--- src/rtl/ext_irq_pkg.sv ---
package ext_irq_pkg;
  localparam int EXT_W = 12;
  localparam int SYNC_N = 2;

  typedef struct packed {
    logic [EXT_W-1:0] edgeSet;
    logic [EXT_W-1:0] lvlAct;
    logic             ptAct;
    logic             mcEdge;
    logic             dbgLvl;
  } strobe_t;
endpackage

--- src/rtl/ext_irq_sync.sv ---
module ext_irq_sync #(
  parameter int STAGES = 2
) (
  input  logic clk,
  input  logic rstN,
  input  logic dIn,
  input  logic rstVal,
  output logic qOut
);
  logic [STAGES-1:0] chain;

  always_ff @(posedge clk) begin
    if (!rstN) chain <= {STAGES{rstVal}};
    else       chain <= {chain[STAGES-2:0], dIn};
  end

  assign qOut = chain[STAGES-1];
endmodule

--- src/rtl/ext_irq_ctrl.sv ---
module ext_irq_ctrl
  import ext_irq_pkg::*;
#(
  parameter int STAGES = SYNC_N
) (
  input  logic             clk,
  input  logic             rstN,
  input  logic [EXT_W-1:0] extIrq,
  input  logic [EXT_W-1:0] extPol,
  input  logic             mcpIn,
  input  logic             udeIn,
  output strobe_t          strb
);
  logic [EXT_W-1:0] extSync;
  logic [EXT_W-1:0] extAct;
  logic [EXT_W-1:0] actPrev;
  logic             mcpSync;
  logic             mcpPrev;
  logic             udeSync;

  // One synchronizer per pin; each resets to that pin's inactive level.
  for (genvar i = 0; i < EXT_W; i++) begin : g_extSync
    ext_irq_sync #(.STAGES(STAGES)) u_sync (
      .clk(clk), .rstN(rstN), .dIn(extIrq[i]), .rstVal(~extPol[i]), .qOut(extSync[i])
    );
  end

  ext_irq_sync #(.STAGES(STAGES)) u_mcpSync (
    .clk(clk), .rstN(rstN), .dIn(mcpIn), .rstVal(1'b0), .qOut(mcpSync)
  );

  ext_irq_sync #(.STAGES(STAGES)) u_udeSync (
    .clk(clk), .rstN(rstN), .dIn(udeIn), .rstVal(1'b0), .qOut(udeSync)
  );

  assign extAct = extSync ~^ extPol;

  always_ff @(posedge clk) begin
    if (!rstN) begin
      actPrev <= '1;
      mcpPrev <= 1'b0;
    end else begin
      actPrev <= extAct;
      mcpPrev <= mcpSync;
    end
  end

  always_comb begin
    strb.edgeSet = extAct & ~actPrev;
    strb.lvlAct  = extAct;
    strb.ptAct   = extAct[0];
    strb.mcEdge  = mcpSync & ~mcpPrev;
    strb.dbgLvl  = udeSync;
  end
endmodule

--- src/rtl/ext_irq_dp.sv ---
module ext_irq_dp
  import ext_irq_pkg::*;
#(
  parameter int NUM_INT = 4,
  parameter int NUM_MSG = 2,
  localparam int NUM_SRC = EXT_W + NUM_INT + NUM_MSG
) (
  input  logic               clk,
  input  logic               rstN,
  input  strobe_t            strb,
  input  logic [EXT_W-1:0]   extEdge,
  input  logic [EXT_W-1:0]   extAck,
  input  logic [NUM_SRC-1:0] srcEn,
  input  logic [NUM_INT-1:0] intSrc,
  input  logic [NUM_MSG-1:0] msgWr,
  input  logic [NUM_MSG-1:0] msgClr,
  input  logic               passMode,
  input  logic               mcEnable,
  input  logic               mcAck,
  output logic               coreReq,
  output logic               irqOutN,
  output logic               mcReq,
  output logic               checkStop,
  output logic               dbgReq
);
  logic [EXT_W-1:0]   edgePend;
  logic [EXT_W-1:0]   lvlReg;
  logic               ptReg;
  logic [NUM_INT-1:0] intReg;
  logic [NUM_MSG-1:0] msgReg;
  logic [EXT_W-1:0]   extPend;
  logic [NUM_SRC-1:0] allPend;
  logic               reqNorm;
  logic               intAny;

  // Stage after the synchronizers: pending state per source class.
  always_ff @(posedge clk) begin
    if (!rstN) begin
      edgePend <= '0;
      lvlReg   <= '0;
      ptReg    <= 1'b0;
      intReg   <= '0;
      msgReg   <= '0;
    end else begin
      edgePend <= (strb.edgeSet & extEdge) | (edgePend & ~extAck);
      lvlReg   <= strb.lvlAct;
      ptReg    <= strb.ptAct;
      intReg   <= intSrc;
      msgReg   <= msgWr | (msgReg & ~msgClr);
    end
  end

  for (genvar i = 0; i < EXT_W; i++) begin : g_sense
    assign extPend[i] = extEdge[i] ? edgePend[i] : lvlReg[i];
  end

  assign allPend = {msgReg, intReg, extPend};
  assign reqNorm = |(allPend & srcEn);
  assign intAny  = |intReg;

  // Output stage.
  always_ff @(posedge clk) begin
    if (!rstN) begin
      coreReq   <= 1'b0;
      irqOutN   <= 1'b1;
      mcReq     <= 1'b0;
      checkStop <= 1'b0;
      dbgReq    <= 1'b0;
    end else begin
      coreReq   <= passMode ? ptReg : reqNorm;
      irqOutN   <= passMode ? ~intAny : 1'b1;
      mcReq     <= (strb.mcEdge & mcEnable) | (mcReq & ~mcAck);
      checkStop <= checkStop | (strb.mcEdge & ~mcEnable);
      dbgReq    <= strb.dbgLvl;
    end
  end
endmodule

--- src/rtl/ext_irq_router.sv ---
module ext_irq_router
  import ext_irq_pkg::*;
#(
  parameter int NUM_INT = 4,
  parameter int NUM_MSG = 2,
  localparam int NUM_SRC = EXT_W + NUM_INT + NUM_MSG
) (
  input  logic               clk,
  input  logic               rstN,
  input  logic [EXT_W-1:0]   extIrq,
  input  logic [EXT_W-1:0]   extPol,
  input  logic [EXT_W-1:0]   extEdge,
  input  logic [EXT_W-1:0]   extAck,
  input  logic [NUM_SRC-1:0] srcEn,
  input  logic [NUM_INT-1:0] intSrc,
  input  logic [NUM_MSG-1:0] msgWr,
  input  logic [NUM_MSG-1:0] msgClr,
  input  logic               passMode,
  input  logic               mcpIn,
  input  logic               mcEnable,
  input  logic               mcAck,
  input  logic               udeIn,
  output logic               coreReq,
  output logic               irqOutN,
  output logic               mcReq,
  output logic               checkStop,
  output logic               dbgReq
);
  strobe_t strb;

  ext_irq_ctrl #(.STAGES(SYNC_N)) u_ctrl (
    .clk(clk), .rstN(rstN), .extIrq(extIrq), .extPol(extPol),
    .mcpIn(mcpIn), .udeIn(udeIn), .strb(strb)
  );

  ext_irq_dp #(.NUM_INT(NUM_INT), .NUM_MSG(NUM_MSG)) u_dp (
    .clk(clk), .rstN(rstN), .strb(strb), .extEdge(extEdge), .extAck(extAck),
    .srcEn(srcEn), .intSrc(intSrc), .msgWr(msgWr), .msgClr(msgClr),
    .passMode(passMode), .mcEnable(mcEnable), .mcAck(mcAck),
    .coreReq(coreReq), .irqOutN(irqOutN), .mcReq(mcReq),
    .checkStop(checkStop), .dbgReq(dbgReq)
  );
endmodule

--- config.mk ---
export PLATFORM = sky130hd
export DESIGN_NAME = ext_irq_router
export DESIGN_NICKNAME = d
export VERILOG_FILES = /design/src/rtl/ext_irq_pkg.sv /design/src/rtl/ext_irq_sync.sv /design/src/rtl/ext_irq_ctrl.sv /design/src/rtl/ext_irq_dp.sv /design/src/rtl/ext_irq_router.sv
export SDC_FILE = /design/constraint.sdc
export NUM_CORES = 1
export LEC_CHECK = 0
export CAP_MARGIN = 20
export CORE_MARGIN = 8
export CORE_UTILIZATION = 28
export CTS_BUF_LIST = sky130_fd_sc_hd__clkbuf_4 sky130_fd_sc_hd__clkbuf_8
export CTS_CLUSTER_DIAMETER = 150
export DETAILED_ROUTE_END_ITERATION = 8
export PLACE_DENSITY_LB_ADDON = 0.1
export SLEW_MARGIN = 20
export SYNTH_ARGS = -nofsm -noshare
export SYNTH_HDL_FRONTEND = slang
export SYNTH_SLANG_ARGS = --single-unit
export TNS_END_PERCENT = 1
--- constraint.sdc ---
create_clock -name clk -period 2.1 [get_ports clk]
set_input_delay 0.42 -clock clk [delete_from_list [all_inputs] [get_ports clk]]
set_output_delay 0.42 -clock clk [all_outputs]
set_load 0.05 [all_outputs]
==> metrics.csv <==
stage,metric,value,unit
sta,worstMarginPinSlew,0.547,ns
sta,fin_tns_setup,0,ns
power,sw_frac_of_total,21.1,%
logic_synthesis,netlist_instances,269,
clocking,numCtsBuffers,9,
clocking,cts_setup_buffers,0,
power,p_leak,1.54,nW
logic_synthesis,synth_seq_cells,76,
layout,drive_above_1_share,8.06,%
detailed_routing,via_per_inst,4.25,
logic_synthesis,synthAdderAreaFrac,0,%
logic_synthesis,yosys-top-cells-count,"dfxtp_1, nand2_1, nor2_1",
logic_synthesis,synth_area,0.00258,mm^2
critical_path,worst_path_largest_cell_delay,0.80,ns
sta,slew_violations,0,
logic_synthesis,synth_xor_area_share,4.07,%
detailed_routing,drt_iter0_markers,57,
logic_synthesis,yosysMostFrequentCell,dfxtp_1,
logic_synthesis,synth_edf_count,0,
critical_path,cp-start-kind,flop,
critical_path,critPathRequiredTime,1.68,ns
logic_synthesis,syn_avg_cell_area,9.60,um^2
sta,final.setup_skew,0.0107,ns
logic_synthesis,synth_warnings,0,
sta,setup_viol_count_final,0,
sta,hold_viol,0,
sta,fin_crit_sh,89.8,%
critical_path,crit_buf_inv,1,
power,internal-power,2.58,mW
critical_path,crit_type,flop to output pin,
critical_path,slowest_stage,clkdlybuf4s50_1,
detailed_routing,ant_nets,0,
worst_hold_path,hp-class,flop to flop,
detailed_routing,wl,5.97,mm
detailed_routing,vias,2003,
critical_path,worst-path-max-fanout,2,
logic_synthesis,synth_area_leader_cell,dfxtp_1,
grt,grt_pass1_wl,9.57,mm
power,p_total,3.28,mW
sta,finalCriticalPeriod,1.89,ns
placed_design,hpwl,4.27,mm
layout,fin_util,41.6,%
clocking,cts_tree,done,
sta,rsz0062_at_grt,false,
placed_design,gp_congestion,0.692,
floorplanning,io_pins,86,
floorplanning,dieWidth,112,um
clocking,ctsResizeCount,0,
clocking,ctsHoldBuffers,0,
critical_path,worstPathCellList,clkdlybuf4s50_1,
power,pwr-share-comb,11.5,%
clocking,root_buffer,clkbuf_8,
layout,antennaDiodeCount,0,
power,peakVddDrop,390,uV
clocking,htreeDepth,3,
critical_path,critPathCaptureType,output pin,
logic_synthesis,synth_cell_types,25,
sta,clock.fmax,530,MHz
power,p_seq_share,48.3,%
clocking,clk_path_buf_depth,2,
run,max_cap_violations,0,
power,p_switching,693,uW
grt,grt_antenna_before_repair,0,
power,power_density,865,mW/mm^2
critical_path,path_delay_family,buffers and inverters,
floorplanning,initial_utilization,28.4,%
logic_synthesis,synth_top_area_share,58.9,%
floorplanning,fp.coreArea,0.00911,mm^2
detailed_routing,drc_errors,0,
grt,overflow,0,
layout,instances_no_fill,471,
logic_synthesis,synthMuxAreaShare,5.23,%
sta,relSlewSlack,63.4,%
logic_synthesis,synthArstFlopShare,0,%
grt,grt_pass1_vias,2046,
logic_synthesis,seq_area_frac_synth,58.9,%
logic_synthesis,synth_top_family_by_area,simple AND/OR/NAND/NOR gates,
status,status,"finished, final reports clean",
clocking,clk_pin_slew,0.08,ns
logic_synthesis,synth_compound_area_share,10.8,%
floorplanning,die_height,112,um
clocking,cts_sinks,76,
layout,syn2layout_area_growth,46.5,%
clocking,clock_latency,0.34,ns
logic_synthesis,synth_area_leaders,"dfxtp_1, nand2_1, o21ai_0",
detailed_routing,drtPass1Iterations,4,
floorplanning,num_rows,35,
placed_design,dp_cells,456,
floorplanning,dieArea,0.0126,mm^2
placed_design,port-buffer-count,85,
logic_synthesis,synthFlopType,dfxtp_1,
logic_synthesis,synth_nets,350,
critical_path,arrival,1.47,ns
grt,grtUsageTotal,9.82,%
power,power_frac_clock,40.2,%
logic_synthesis,yosys.area_share.simple,17.0,%
grt,grt_start_max_net_pins,73,
detailed_routing,wl_per_cell,12.7,um
layout,nets,437,
layout make-up:
type                       count  area, um^2
multi-input combinational    167         961
timing repair buffer          86         866
fill                         957        5320
clock buffer                  10         138
tap                          111         139
sequential                    76        1520
inverter                      16        60.1
clock inverter                 5         100
path summary, 6_finish.rpt:
check                                               from                                     endpoint  slack [ns]  depth (start not counted)
min          u_ctrl.g_extSync[0].u_sync.chain[0]$_DFF_P_  u_ctrl.g_extSync[0].u_sync.chain[1]$_DFF_P_        0.43                          2
max                            u_dp.checkStop$_SDFF_PN0_                                    checkStop        0.21                          1
max reg2reg                  u_dp.edgePend[0]$_SDFF_PN0_                      u_dp.coreReq$_SDFF_PN0_        0.79                          4
min reg2reg  u_ctrl.g_extSync[0].u_sync.chain[0]$_DFF_P_  u_ctrl.g_extSync[0].u_sync.chain[1]$_DFF_P_        0.43                          2
logic make-up after synthesis:
family                    count (synthesis)
AOI/OAI and AO/OA                        50
xor gates and xnor gates                 12
buffers and inverters                    26
DFF                                      76
muxes                                    12
and+or+nand+nor                          93
per-layer routing:
layer  track usage, %  vias up  part of all wire, %
met5                0        -                    0
met4             5.13        0                  1.5
met3             6.01        7                   10
met2             14.3       57                   42
met1             11.0      884                   46
li1                 -     1055                    -
state kept, by name (all words and copies together) (netlist names):
signal and flops:
u_dp.mcReq 1, u_dp.checkStop 1, u_ctrl.g_extSync.u_sync.chain 24, u_dp.intReg 4, u_dp.lvlReg 12, u_dp.coreReq 1, u_dp.msgReg 2, u_dp.irqOutN 1
u_ctrl.u_mcpSync.chain 2, u_ctrl.actPrev 12, u_dp.dbgReq 1, u_ctrl.mcpPrev 1, u_ctrl.u_udeSync.chain 2, u_dp.edgePend 12
power groups by stage:
stage	clock (mW)	combinational, mW	sequential (mW)
floorplan	0	0.159	1.62
global placement	0	0.380	1.61
detailed placement	0	0.382	1.62
CTS	1.37	0.385	1.58
global route	1.44	0.419	1.59
finish	1.32	0.376	1.58
cell usage in the layout, fill, tap and decap left out, types with 2 or more instances in the layout:
cell | Yosys | layout
clkbuf_8 | 0 | 10
mux2_1 | 2 | 2
nand2_1 | 36 | 36
inv_1 | 15 | 15
nor2_1 | 28 | 28
nor3b_1 | 13 | 13
a21oi_1 | 16 | 16
mux2_2 | 10 | 10
and2_1 | 10 | 10
dfxtp_1 | 76 | 76
a22oi_1 | 5 | 5
clkinv_2 | 0 | 2
nand3_1 | 2 | 2
bufinv_16 | 0 | 3
xor2_1 | 12 | 12
o21ai_0 | 25 | 25
clkdlybuf4s50_1 | 0 | 84
metrics by stage:
step | cell area, um^2 | hold slack, ns | setup WS, ns
finish | 3780 | 0.426 | 0.214
global route | 3780 | 0.443 | 0.147
CTS | 3780 | 0.436 | 0.184
detailed placement | 3550 | 0.414 | 0.124
global placement | 3550 | 0.407 | 0.126
floorplan | 2580 | 0.406 | 0.836
Power figures use the tool's default switching activity.
